`src/rtl/din_deb_pkg.sv`:
```
package din_deb_pkg;
  localparam int unsigned NUM_CH     = 30;
  localparam int unsigned REG_W      = 32;
  localparam int unsigned SEL_W      = 3;
  localparam int unsigned SHIFT_BASE = 6;
  localparam int unsigned SHIFT_STEP = 2;
  localparam int unsigned CNT_W      = SHIFT_BASE + SHIFT_STEP * ((1 << SEL_W) - 1);
  localparam int unsigned EN_BIT     = 7;
  localparam logic [REG_W-1:0] CTRL_WMASK = 32'h0000_00F7;
  localparam int unsigned ADDR_CTRL  = 0;
  localparam int unsigned ADDR_DATA  = 1;

  // terminal count (period - 1) for a rate select
  function automatic logic [CNT_W-1:0] period_m1(input logic [SEL_W-1:0] sel);
    int unsigned sh;
    if (sel == '0) return '0;
    sh = SHIFT_BASE + SHIFT_STEP * int'(sel);
    return CNT_W'((64'd1 << sh) - 64'd1);
  endfunction
endpackage

```
`src/rtl/deb_ctrl_regs.sv`:
```
module deb_ctrl_regs
  import din_deb_pkg::*;
#(
  parameter int unsigned ADDR_W = 2,
  parameter int unsigned CH_W   = NUM_CH
) (
  input  logic              clk_i,
  input  logic              rst_ni,
  input  logic [ADDR_W-1:0] addr_i,
  input  logic              we_i,
  input  logic [REG_W-1:0]  wdata_i,
  input  logic [CH_W-1:0]   data_i,
  output logic              enable_o,
  output logic [SEL_W-1:0]  sel_o,
  output logic              ctrl_wr_o,
  output logic [REG_W-1:0]  rdata_o
);
  logic [REG_W-1:0] ctrl_q;

  assign ctrl_wr_o = we_i && (addr_i == ADDR_W'(ADDR_CTRL));

  always_ff @(posedge clk_i or negedge rst_ni) begin
    if (!rst_ni)        ctrl_q <= '0;
    else if (ctrl_wr_o) ctrl_q <= wdata_i & CTRL_WMASK;
  end

  assign enable_o = ctrl_q[EN_BIT];
  assign sel_o    = ctrl_q[SEL_W-1:0];

  always_comb begin
    rdata_o = '0;
    if (addr_i == ADDR_W'(ADDR_CTRL))      rdata_o = ctrl_q;
    else if (addr_i == ADDR_W'(ADDR_DATA)) rdata_o = REG_W'(data_i);
  end
endmodule

```
`src/rtl/deb_tick_gen.sv`:
```
module deb_tick_gen
  import din_deb_pkg::*;
(
  input  logic             clk_i,
  input  logic             rst_ni,
  input  logic             enable_i,
  input  logic             restart_i,
  input  logic [SEL_W-1:0] sel_i,
  output logic             tick_o
);
  logic [CNT_W-1:0] cnt_q;
  logic             at_end;

  assign at_end = (cnt_q == period_m1(sel_i));
  assign tick_o = enable_i && !restart_i && at_end;

  always_ff @(posedge clk_i or negedge rst_ni) begin
    if (!rst_ni)                      cnt_q <= '0;
    else if (!enable_i || restart_i)  cnt_q <= '0;
    else if (at_end)                  cnt_q <= '0;
    else                              cnt_q <= cnt_q + 1'b1;
  end
endmodule

```
`src/rtl/deb_chan_filter.sv`:
```
module deb_chan_filter #(
  parameter int unsigned CH_W = 30
) (
  input  logic            clk_i,
  input  logic            rst_ni,
  input  logic [CH_W-1:0] in_i,
  input  logic            tick_i,
  output logic [CH_W-1:0] data_o
);
  for (genvar c = 0; c < CH_W; c++) begin : g_ch
    logic sync1_q, sync2_q, samp_q, data_q;

    always_ff @(posedge clk_i or negedge rst_ni) begin
      if (!rst_ni) begin
        sync1_q <= 1'b0;
        sync2_q <= 1'b0;
      end else begin
        sync1_q <= in_i[c];
        sync2_q <= sync1_q;
      end
    end

    // accept only when this sample repeats the previous one
    always_ff @(posedge clk_i or negedge rst_ni) begin
      if (!rst_ni) begin
        samp_q <= 1'b0;
        data_q <= 1'b0;
      end else if (tick_i) begin
        samp_q <= sync2_q;
        if (sync2_q == samp_q) data_q <= sync2_q;
      end
    end

    assign data_o[c] = data_q;
  end
endmodule

```
`src/rtl/din_debounce.sv`:
```
module din_debounce
  import din_deb_pkg::*;
#(
  parameter int unsigned CH_W   = NUM_CH,
  parameter int unsigned ADDR_W = 2
) (
  input  logic              clk_i,
  input  logic              rst_ni,
  input  logic [CH_W-1:0]   in_i,
  input  logic [ADDR_W-1:0] addr_i,
  input  logic              we_i,
  input  logic [REG_W-1:0]  wdata_i,
  output logic [REG_W-1:0]  rdata_o
);
  logic             enable;
  logic [SEL_W-1:0] sel;
  logic             ctrl_wr;
  logic             tick;
  logic [CH_W-1:0]  data;

  deb_ctrl_regs #(.ADDR_W(ADDR_W), .CH_W(CH_W)) i_regs (
    .clk_i, .rst_ni, .addr_i, .we_i, .wdata_i,
    .data_i   (data),
    .enable_o (enable),
    .sel_o    (sel),
    .ctrl_wr_o(ctrl_wr),
    .rdata_o
  );

  deb_tick_gen i_tick (
    .clk_i, .rst_ni,
    .enable_i (enable),
    .restart_i(ctrl_wr),
    .sel_i    (sel),
    .tick_o   (tick)
  );

  deb_chan_filter #(.CH_W(CH_W)) i_filt (
    .clk_i, .rst_ni, .in_i,
    .tick_i(tick),
    .data_o(data)
  );
endmodule

```
`config.mk`:
```
export PLATFORM = sky130hd
export DESIGN_NAME = din_debounce
export DESIGN_NICKNAME = d
export VERILOG_FILES = /design/src/rtl/din_deb_pkg.sv /design/src/rtl/deb_ctrl_regs.sv /design/src/rtl/deb_tick_gen.sv /design/src/rtl/deb_chan_filter.sv /design/src/rtl/din_debounce.sv
export SDC_FILE = /design/constraint.sdc
export NUM_CORES = 1
export LEC_CHECK = 0
export BUFFER_PORTS_ARGS = -buffer_cell sky130_fd_sc_hd__buf_2
export CORE_MARGIN = 10
export CORE_UTILIZATION = 41
export DETAILED_ROUTE_END_ITERATION = 8
export GPL_TIMING_DRIVEN = 0
export HOLD_SLACK_MARGIN = 0.15
export PLACE_DENSITY = 0.64
export SLEW_MARGIN = 15
export SYNTH_ARGS = -nofsm -noshare
export SYNTH_HDL_FRONTEND = slang
export SYNTH_HIERARCHICAL = 1
export SYNTH_SLANG_ARGS = --single-unit
```
`constraint.sdc`:
```
create_clock -name clk_i -period 4.3 [get_ports clk_i]
set_clock_uncertainty 0.15 [all_clocks]
set_input_delay 0.86 -clock clk_i [delete_from_list [all_inputs] [get_ports clk_i]]
set_output_delay 0.86 -clock clk_i [all_outputs]
set_load 0.02 [all_outputs]
```
Word level (Yosys, flattened, before mapping)
Index checks and enable logic that the tools add are counted.

Equal/unequal tests: 32. Add/sub/neg operators: 3. Mux-type cells: 7. Shift-type cells: 1. Reductions and logical operators: 38.

Operators by type and width (number): $mux W20 (4); $mux W30 (2); $reduce_and A2 Y1 (30); $shl A1 B32 Y20 const A (1); $eq A1 B1 Y1 (30); $add A20 B1 Y20 const B (1); $eq A20 B20 Y1 (1); $sub A20 B1 Y20 const B (1); $add A3 B4 Y5 const A (1); $logic_and A1 B1 Y1 (3); $logic_not A3 Y1 (1); $eq A2 B1 Y1 const B (1); $logic_not A1 Y1 (2); $logic_not A2 Y1 (1); $logic_or A1 B1 Y1 (1); $mux W1 (1).

Bits of input ports: 67. Register bits after elaboration: 147. Output and inout port bits: 32. Logic and storage cells: 203.

Depth between registers and ports, before layout
Gate-level depths: netlist of the first run.

Depth in word-level cells: 7. Gate-level depth with buffers: 12. Gate-level depth less buffers: 8.

Cells and area by module
The synthesis of the first run kept the hierarchy.

Modules (own cells, without submodules): deb_chan_filter (cells an instance 280, seq. area each 3002.9 sq um, instances 1, area each 4324.1 sq um); deb_tick_gen (cells an instance 171, seq. area each 500.5 sq um, instances 1, area each 1542.7 sq um); deb_ctrl_regs (cells an instance 63, seq. area each 175.2 sq um, instances 1, area each 593.1 sq um).

Worst setup path before layout of the first run
OpenSTA, ideal clock, no wires.

Path type: flip-flop to flip-flop. Start: reg i_regs.ctrl_q[1]. End: reg i_filt.g_ch[0].samp_q. Arrival time: 2.449 ns. Required time: 4.025 ns. Buffers on the path: 4. Setup slack: 1.576 ns. Library setup time: 0.125 ns. Period minus slack after synthesis: 2.724 ns. Cell stages (with the launch flop): 11. Path through: dfrtp_1 buf_4 buf_6 or3_4 a211oi_2 nor3_1 nor4_4 and3_1 buf_6 buf_4 mux2_2.

Word-level cells in the longest chain between the ends: 6. Elaborated cells on any way between the ends: 8. Those cells by class: 2 x add/sub; 1 x eq/ne; 1 x shift; 2 x mux; 2 x reduce/logical.

RTL lines: start: declaration (RTL line deb_ctrl_regs.sv:18) `logic [REG_W-1:0] ctrl_q;`; start signal: assignment (RTL line deb_ctrl_regs.sv:24) `else if (ctrl_wr_o) ctrl_q <= wdata_i & CTRL_WMASK;`; $add A3 B4 Y5 (RTL line din_deb_pkg.sv:17) `sh = SHIFT_BASE + SHIFT_STEP * int'(sel);`; $shl A1 B32 Y20 (RTL line din_deb_pkg.sv:18) `return CNT_W'((64'd1 << sh) - 64'd1);`; $sub A20 B1 Y20 (RTL line din_deb_pkg.sv:18); $mux W20 * (RTL line din_deb_pkg.sv:17); $eq A20 B20 Y1 * (RTL line deb_tick_gen.sv:14) `assign at_end = (cnt_q == period_m1(sel_i));`; $logic_and A1 B1 Y1 * (RTL line deb_tick_gen.sv:15) `assign tick_o = enable_i && !restart_i && at_end;`; named net tick (RTL line din_debounce.sv:18) `logic tick;`; end signal: assignment (RTL line deb_chan_filter.sv:29) `samp_q <= sync2_q;`; end: declaration (RTL line deb_chan_filter.sv:11) `logic sync1_q, sync2_q, samp_q, data_q;`.

The timed path passes the listed nets; every way through them passes the cells marked *. A chain may end at the register's enable or synchronous reset.

Worst setup path in the final report of the first run
Start: in addr_i[1]. End: out rdata_o[19].

Word-level cells in the longest chain between the ends: 3. Elaborated cells on any way between the ends: 4. Those cells by class: 1 x eq/ne; 2 x mux; 1 x reduce/logical.

RTL lines: start: declaration (RTL line din_debounce.sv:10) `input logic [ADDR_W-1:0] addr_i,`; $eq A2 B1 Y1 (RTL line deb_ctrl_regs.sv:33) `else if (addr_i == ADDR_W'(ADDR_DATA)) rdata_o = REG_W'(data_i);`; $mux W30 (RTL line deb_ctrl_regs.sv:33); $mux W30 * (RTL line deb_ctrl_regs.sv:32) `if (addr_i == ADDR_W'(ADDR_CTRL)) rdata_o = ctrl_q;`; end: declaration (RTL line din_debounce.sv:13) `output logic [REG_W-1:0] rdata_o`.

Every way passes the cells marked *; elsewhere a longest branch is shown, timed or not.

==> impl_metrics.csv, run 1 <==
group,metric,value,unit
detailed_routing,drcViolationCount,0,
timing,setup_violations,0,
timing,fin_setup_tns,0,ns
layout,antenna_cells,0,
clocking,clkTransAtPathRegs,0.06,ns
die,die_w,146,µm
die,die-area,0.0212,mm²
critical_path,cp-end-kind,"primary output",
flow_run,cap_viol_max_count,0,
timing,fmax,330,MHz
synthesis,synth.top_cell.area_share,0.569,
die,initial_core_util,0.422,
global_routing,grt_start_max_net_pins,92,
die,fp.dieH,146,µm
detailed_routing,wl,13300,µm
critical_path,cp_num_buf_inv,3,
clocking,cts_resized,0,
global_routing,grt_pass1_wl,22100,µm
global_routing,grt_pass1_vias,4474,
layout,drive_above_1_share,0.340,
run_status,outcome,"finished clean",
min_path,min_path_type,"in2async",
die,rows,45,
critical_path,slowest_stage,"clkbuf_1",
detailed_routing,ant_nets,0,
global_routing,grt_use_met2,0.209,
die,io_pins,99,
synthesis,synth_ff_type,"dfrtp_1",
clocking,cts_buffers,17,
layout,final.fill_count,1351,
clocking,tritoncts,"done",
synthesis,ys_types,50,
place,place.gp.congestion,0.876,
layout,nets,674,
critical_path,crit_arrival,2.02,ns
synthesis,synth_top_cell_by_area,"dfrtp_1",
critical_path,critPathTopFamily,"buffers and inverters",
clocking,max-clock-path-buffers,2,
timing,fin_crit,3.03,ns
clocking,htreeDepth,4,
clocking,post_cts_buffers,0,
power,ir_worst_vdd,0.000271,V
critical_path,slowest_delay,0.38,ns
clocking,clkLatencyLatePin,0.42,ns
global_routing,met3_usage,0.0320,
power,p_total,3630,µW
critical_path,crit_required,3.29,ns
clocking,holdBufCountCts,0,
place,dp_hpwl,9180,µm
global_routing,grt_remaining_overflow,0,
power,power.density,470,mW/mm²
synthesis,syn_inst,514,
timing,rsz0062_at_grt,"no",
die,core,0.0153,mm²
layout,final_cell_mix,"dfrtp_1 (147), buf_2 (77), buf_4 (38)",
detailed_routing,vias,4107,
layout,area_delta_synth_final,19.3,%
critical_path,crit_fanout,10,
detailed_routing,viasPerCell,4.95,
timing,relSlewSlack,0.639,
global_routing,antenna_found_initial,0,
detailed_routing,drt_iter0_drc,327,
timing,worst_pin_slew,0.541,ns
detailed_routing,drt-pass1-iter-count,4,
detailed_routing,wl_per_cell,16.0,µm
power,p_leak,0.00380,µW
synthesis,avgSynthCellArea,12.6,µm²
synthesis,synth-edff-count,0,
place,portBuffers,69,
synthesis,synth_seq_cells,147,
timing,finalHoldViolations,0,
critical_path,path_cells,"buf_6, and2b_2, clkbuf_1, and2_1, buf_2",
critical_path,r2r_start,"i_regs/ctrl_q[1]$_DFFE_PN0P_",
critical_path,cp-start-kind,"input port",
timing,maxSlewViolCount,0,
critical_path,path_class,"in2out",
global_routing,grt-busiest-layer,"met2",
synthesis,yosys-top-cells-area,"dfrtp_1 (57%), mux2_2 (6.4%), buf_4 (4.4%)",
timing,finalCritPeriodShare,0.705,
global_routing,grt_use_total,0.128,
clocking,cts_sinks,147,
synthesis,async_flop_share,1.00,
synthesis,synth_seq_area_share,0.569,
clocking,root_buffer,"clkbuf_16",
synthesis,synth_area,0.00646,mm²
layout,mostFrequentLayoutCell,"dfrtp_1",
critical_path,startpoint,"addr_i[1]",
synthesis,yosysWarnings,6,
global_routing,met1_usage,0.157,
worst reg2reg max path, delay by kind of cell, from the launching register on:
kind | cells | cell delay [ns]
DFF | 1 | 0.39
buffers and inverters | 4 | 0.61
muxes | 1 | 0.37
AOI/OAI and AO/OA | 1 | 0.22
and+or+nand+nor | 4 | 1.09
cell families after synthesis:
kind of cell               count (synthesis)  share of synthesized area
muxes                                     45                     0.0769
other                                      2                    0.00116
adders and majority gates                  2                    0.00387
buffers and inverters                     67                     0.0732
AOI/OAI and AO/OA                        107                      0.129
DFF                                      147                      0.569
and+or+nand+nor                          126                      0.122
xor gates and xnor gates                  18                     0.0244
cell type report:
| cell class | instances | area (µm²) | share of cell area |
|---|---|---|---|
| inverters | 1 | 3.75 | 0.000487 |
| flip-flops and latches | 147 | 3680 | 0.477 |
| well taps | 211 | 264 | 0.0342 |
| repair buffers | 70 | 383 | 0.0497 |
| clock inverters | 12 | 128 | 0.0166 |
| multi-input cells | 302 | 2320 | 0.300 |
| plain buffers | 66 | 469 | 0.0609 |
| clock buffers | 20 | 467 | 0.0605 |
metal layers:
layer	wire [µm]	vias up
met1	6080	2039
li1	-	1966
met2	6470	84
met5	0	-
met3	534	18
met4	191	0
through the flow:
step | util | hold slack (ns) | std cells | cell area [µm²] | setup WS, ns
after floorplan | - | 0.181 | 516 | 6470 | 1.58
final | 0.503 | 0.196 | 829 | 7710 | 1.27
after CTS | 0.503 | 0.198 | 829 | 7710 | 1.18
after global placement | 0.462 | 0.182 | 796 | 7080 | 0.208
after detailed placement | 0.465 | 0.185 | 797 | 7110 | 1.18
after global routing | 0.503 | 0.206 | 829 | 7710 | 1.14
registers in the layout, indices dropped and copies added (netlist names):
name,flops
i_filt/g_ch.sync2_q,30
i_filt/g_ch.data_q,30
i_regs/ctrl_q,7
i_tick/cnt_q,20
i_filt/g_ch.samp_q,30
i_filt/g_ch.sync1_q,30
cells in the mapped netlist (9+ instances only):
master,number
dfrtp_1,147
buf_4,38
mux2_2,37
a21o_1,33
nand2b_1,33
a22o_1,30
and2_1,23
a211oi_1,17
nand2_1,11
nand3_1,10
nor2_1,10
xnor2_1,10
buf_2,9
buf_6,9
path summary, 6_finish.rpt:
path	end	slack [ns]	depth (start not counted)
setup / recovery	rdata_o[19]	1.27	5
hold / removal	i_filt/g_ch[18].samp_q$_DFFE_PN0P_	0.20	1
setup reg to reg	i_filt/g_ch[12].samp_q$_DFFE_PN0P_	1.34	10
hold reg to reg	i_filt/g_ch[4].sync2_q$_DFF_PN0_	0.20	0
max in group asynchronous	i_filt/g_ch[1].sync2_q$_DFF_PN0_	3.04	2
min in group clk_i	i_filt/g_ch[4].sync2_q$_DFF_PN0_	0.20	0
where the power goes:
group | internal (µW) | total (µW) | switching [µW] | leakage [µW]
Combinational | 275 | 501 | 225 | 0.00163
Clock | 901 | 1470 | 569 | 0.000297
Sequential | 1550 | 1660 | 109 | 0.00188
Total | 2720 | 3630 | 904 | 0.00380
No activity file was read; power rests on OpenSTA's default activity.
==> run 2, diff against run 1 <==
--- a/config.mk
+++ b/config.mk
@@ -5,6 +5,7 @@
 export SDC_FILE = /design/constraint.sdc
 export NUM_CORES = 1
 export LEC_CHECK = 0
+export ABC_AREA = 1
 export BUFFER_PORTS_ARGS = -buffer_cell sky130_fd_sc_hd__buf_2
 export CORE_MARGIN = 10
 export CORE_UTILIZATION = 41
==> constraint.sdc (replaced) <==
create_clock -name clk_i -period 2.88 [get_ports clk_i]
set_clock_uncertainty 0.15 [all_clocks]
set_input_delay 0.576 -clock clk_i [delete_from_list [all_inputs] [get_ports clk_i]]
set_output_delay 0.576 -clock clk_i [all_outputs]
set_load 0.02 [all_outputs]
==> run 2 against run 1 <==
  * Non-clock buffer count up 22
  * Critical path depth rose by 9
  * Cell count rose by 42%
  * Critical path type is now reg2reg
  * Global-route usage up 0.46 points
  * Clock power increased by 37%
  * Die area grew 3.5%
  * Combinational power rose by 50%
  * Sequential share of layout area is 3.1 points lower
  * Setup slack got worse by 1.0 ns
  * Synthesized cell count up 61%
==> impl_metrics.csv, run 2 <==
group,metric,value,unit
die,rows,46,
detailed_routing,vias,5050,
detailed_routing,drcViolationCount,0,
min_path,min_path_type,"reg2reg",
synthesis,async_flop_share,1.00,
clocking,cts_sinks,147,
clocking,htreeDepth,4,
place,dp_hpwl,9740,µm
die,fp.dieH,148,µm
synthesis,yosysWarnings,6,
timing,relSlewSlack,0.657,
place,place.gp.congestion,0.850,
synthesis,synth.top_cell.area_share,0.547,
die,die_w,148,µm
global_routing,grt_start_max_net_pins,86,
critical_path,r2r_end,"i_filt/g_ch[7].data_q$_DFFE_PN0P_",
clocking,post_cts_buffers,0,
detailed_routing,drt-pass1-iter-count,5,
detailed_routing,viasPerCell,4.29,
synthesis,synth_seq_cells,147,
timing,fmax,382,MHz
layout,final_cell_mix,"nand2_1 (270), dfrtp_1 (147), inv_1 (139)",
clocking,cts_buffers,17,
synthesis,synth_area,0.00672,mm²
clocking,root_buffer,"clkbuf_16",
die,initial_core_util,0.420,
layout,multi_input_area,0.00211,mm²
run_status,outcome,"finished clean",
timing,fin_setup_tns,0,ns
clocking,clkTransAtPathRegs,0.06,ns
critical_path,path_cells,"buf_4, buf_4, o21ai_0, nand2_1, nand2_1, nand2_1, nor2_1, nand3_2, nor3_2, buf_2, clkbuf_4, nand2_1, nand2_1, nand2_1",
synthesis,avgSynthCellArea,8.11,µm²
timing,maxSlewViolCount,0,
layout,area_delta_synth_final,22.6,%
layout,fin_cells,1178,
synthesis,yosysMostFrequentCell,"nand2_1",
place,portBuffers,69,
timing,worst_pin_slew,0.511,ns
critical_path,ff2ff_path_depth,14,
synthesis,syn_inst,829,
power,p_leak,0.00443,µW
min_path,hold_depth,0,
timing,finalHoldViolations,0,
critical_path,crit_required,3.03,ns
critical_path,slowest_stage,"dfrtp_1",
synthesis,synth_ff_type,"dfrtp_1",
global_routing,grt_use_total,0.132,
synthesis,synth_top_cell_by_area,"dfrtp_1",
detailed_routing,ant_nets,0,
timing,rsz0062_at_grt,"no",
critical_path,cp_num_buf_inv,4,
layout,mostFrequentLayoutCell,"nand2_1",
min_path,hold_path_end,"i_filt/g_ch[6].sync2_q$_DFF_PN0_",
critical_path,cp-start-kind,"flop",
synthesis,ys_types,26,
synthesis,synth-edff-count,0,
global_routing,antenna_found_initial,0,
synthesis,ys_top_cells_by_count,"nand2_1 (270), dfrtp_1 (147), inv_1 (139)",
power,power.density,642,mW/mm²
timing,finalCritPeriodShare,0.908,
timing,setup_violations,0,
layout,final.fill_count,1607,
die,io_pins,99,
critical_path,r2r_start,"i_regs/ctrl_q[2]$_DFFE_PN0P_",
clocking,clkLatencyLatePin,0.41,ns
synthesis,yosys-top-cells-area,"dfrtp_1 (55%), nand2_1 (15%), inv_1 (7.8%)",
clocking,tritoncts,"done",
timing,fin_crit,2.62,ns
critical_path,crit_fanout,10,
global_routing,grt_remaining_overflow,0,
critical_path,path_class,"reg2reg",
layout,ff_latch_area,0.00368,mm²
detailed_routing,wl,13900,µm
global_routing,grt_pass1_wl,23700,µm
layout,nets,1020,
critical_path,crit_arrival,2.76,ns
die,core,0.0160,mm²
critical_path,cp-end-kind,"flop",
flow_run,cap_viol_max_count,0,
power,ir_worst_vdd,0.000378,V
layout,drive_above_1_share,0.167,
min_path,min_from,"i_filt/g_ch[6].sync1_q$_DFF_PN0_",
synthesis,synth_seq_area_share,0.547,
critical_path,slowest_delay,0.40,ns
global_routing,grt_pass1_vias,4994,
place,dp.cells,1117,
clocking,max-clock-path-buffers,2,
critical_path,cp_common_cell,"nand2_1",
critical_path,critPathTopFamily,"simple AND/OR/NAND/NOR gates",
layout,antenna_cells,0,
detailed_routing,drt_iter0_drc,249,
critical_path,ff2ff_setup_slack,0.26,ns
detailed_routing,wl_per_cell,11.8,µm
die,die-area,0.0219,mm²
==> run 2: logic make-up (layout without fill, tap and decap cells) <==
kind of cell	after synthesis	count (layout)	synth area share
AND/OR/NAND/NOR	425	425	0.254
buffers and inverters	197	328	0.141
XOR/XNOR	16	16	0.0208
other	2	4	0.00112
AO/OA/AOI/OAI	40	40	0.0322
flip-flops	147	147	0.547
adder cells (fa/ha/maj)	2	2	0.00372
==> run 2: worst max-delay path by stage <==
stage,startpoint,endpoint,slack [ns],cells after the start
after global routing,i_regs/ctrl_q[2]$_DFFE_PN0P_,i_filt/g_ch[27].data_q$_DFFE_PN0P_,0.02,14
after detailed placement,addr_i[1],i_filt/g_ch[10].data_q$_DFFE_PN0P_,0.12,12
after global placement,rst_ni,i_filt/g_ch[5].sync1_q$_DFF_PN0_,-1.06,1
after floorplan,addr_i[0],i_filt/g_ch[0].data_q$_DFFE_PN0P_,0.63,12
after CTS,i_regs/ctrl_q[2]$_DFFE_PN0P_,i_filt/g_ch[7].data_q$_DFFE_PN0P_,0.07,14
final,i_regs/ctrl_q[2]$_DFFE_PN0P_,i_filt/g_ch[7].data_q$_DFFE_PN0P_,0.26,14
==> run 2: cell type report <==
cell class	count	share of cell area
inverters	140	0.0638
clock buffers	25	0.0589
repair buffers	101	0.0841
plain buffers	57	0.0518
flip-flops and latches	147	0.446
clock inverters	5	0.00638
multi-input cells	487	0.256
well taps	216	0.0328
==> run 2: per-layer routing <==
metal | vias to the layer above | GRT usage | share of wire
met5 | - | 0 | 0
met4 | 0 | 0.0446 | 0.0082
met3 | 6 | 0.0418 | 0.043
met2 | 64 | 0.214 | 0.48
met1 | 2332 | 0.164 | 0.47
li1 | 2648 | - | -
==> run 2: where the power goes <==
group | switching [µW] | total, µW | internal, µW
clock network | 781 | 2020 | 1240
registers | 159 | 2520 | 2360
logic | 415 | 750 | 335
total | 1350 | 5290 | 3940
==> run 2: worst register-to-register path, delay by kind of cell (launching register included) <==
| family | cells | cell delay, ns |
|---|---|---|
| AOI/OAI and AO/OA | 1 | 0.22 |
| buffers and inverters | 4 | 0.81 |
| DFF | 1 | 0.40 |
| and+or+nand+nor | 9 | 0.93 |
==> run 2: repair_timing <==
| action | in CTS | in global routing |
|---|---|---|
| hold endpoints to repair | 92 | 0 |
| hold buffers | 31 | 0 |
| resized for setup | 0 | 4 |
| setup endpoints to repair | 0 | 57 |
==> run 2: per-stage QoR <==
stage	setup slack [ns]	hold slack [ns]	area [µm²]	power [µW]	util
2_1_floorplan	0.627	0.130	6730	3050	-
3_3_place_gp	-1.06	0.182	7340	3240	0.459
5_1_grt	0.0161	0.204	8240	5600	0.515
4_1_cts	0.0715	0.197	8230	5360	0.514
3_5_place_dp	0.119	0.185	7380	3280	0.461
6_report	0.264	0.196	8240	5290	0.515
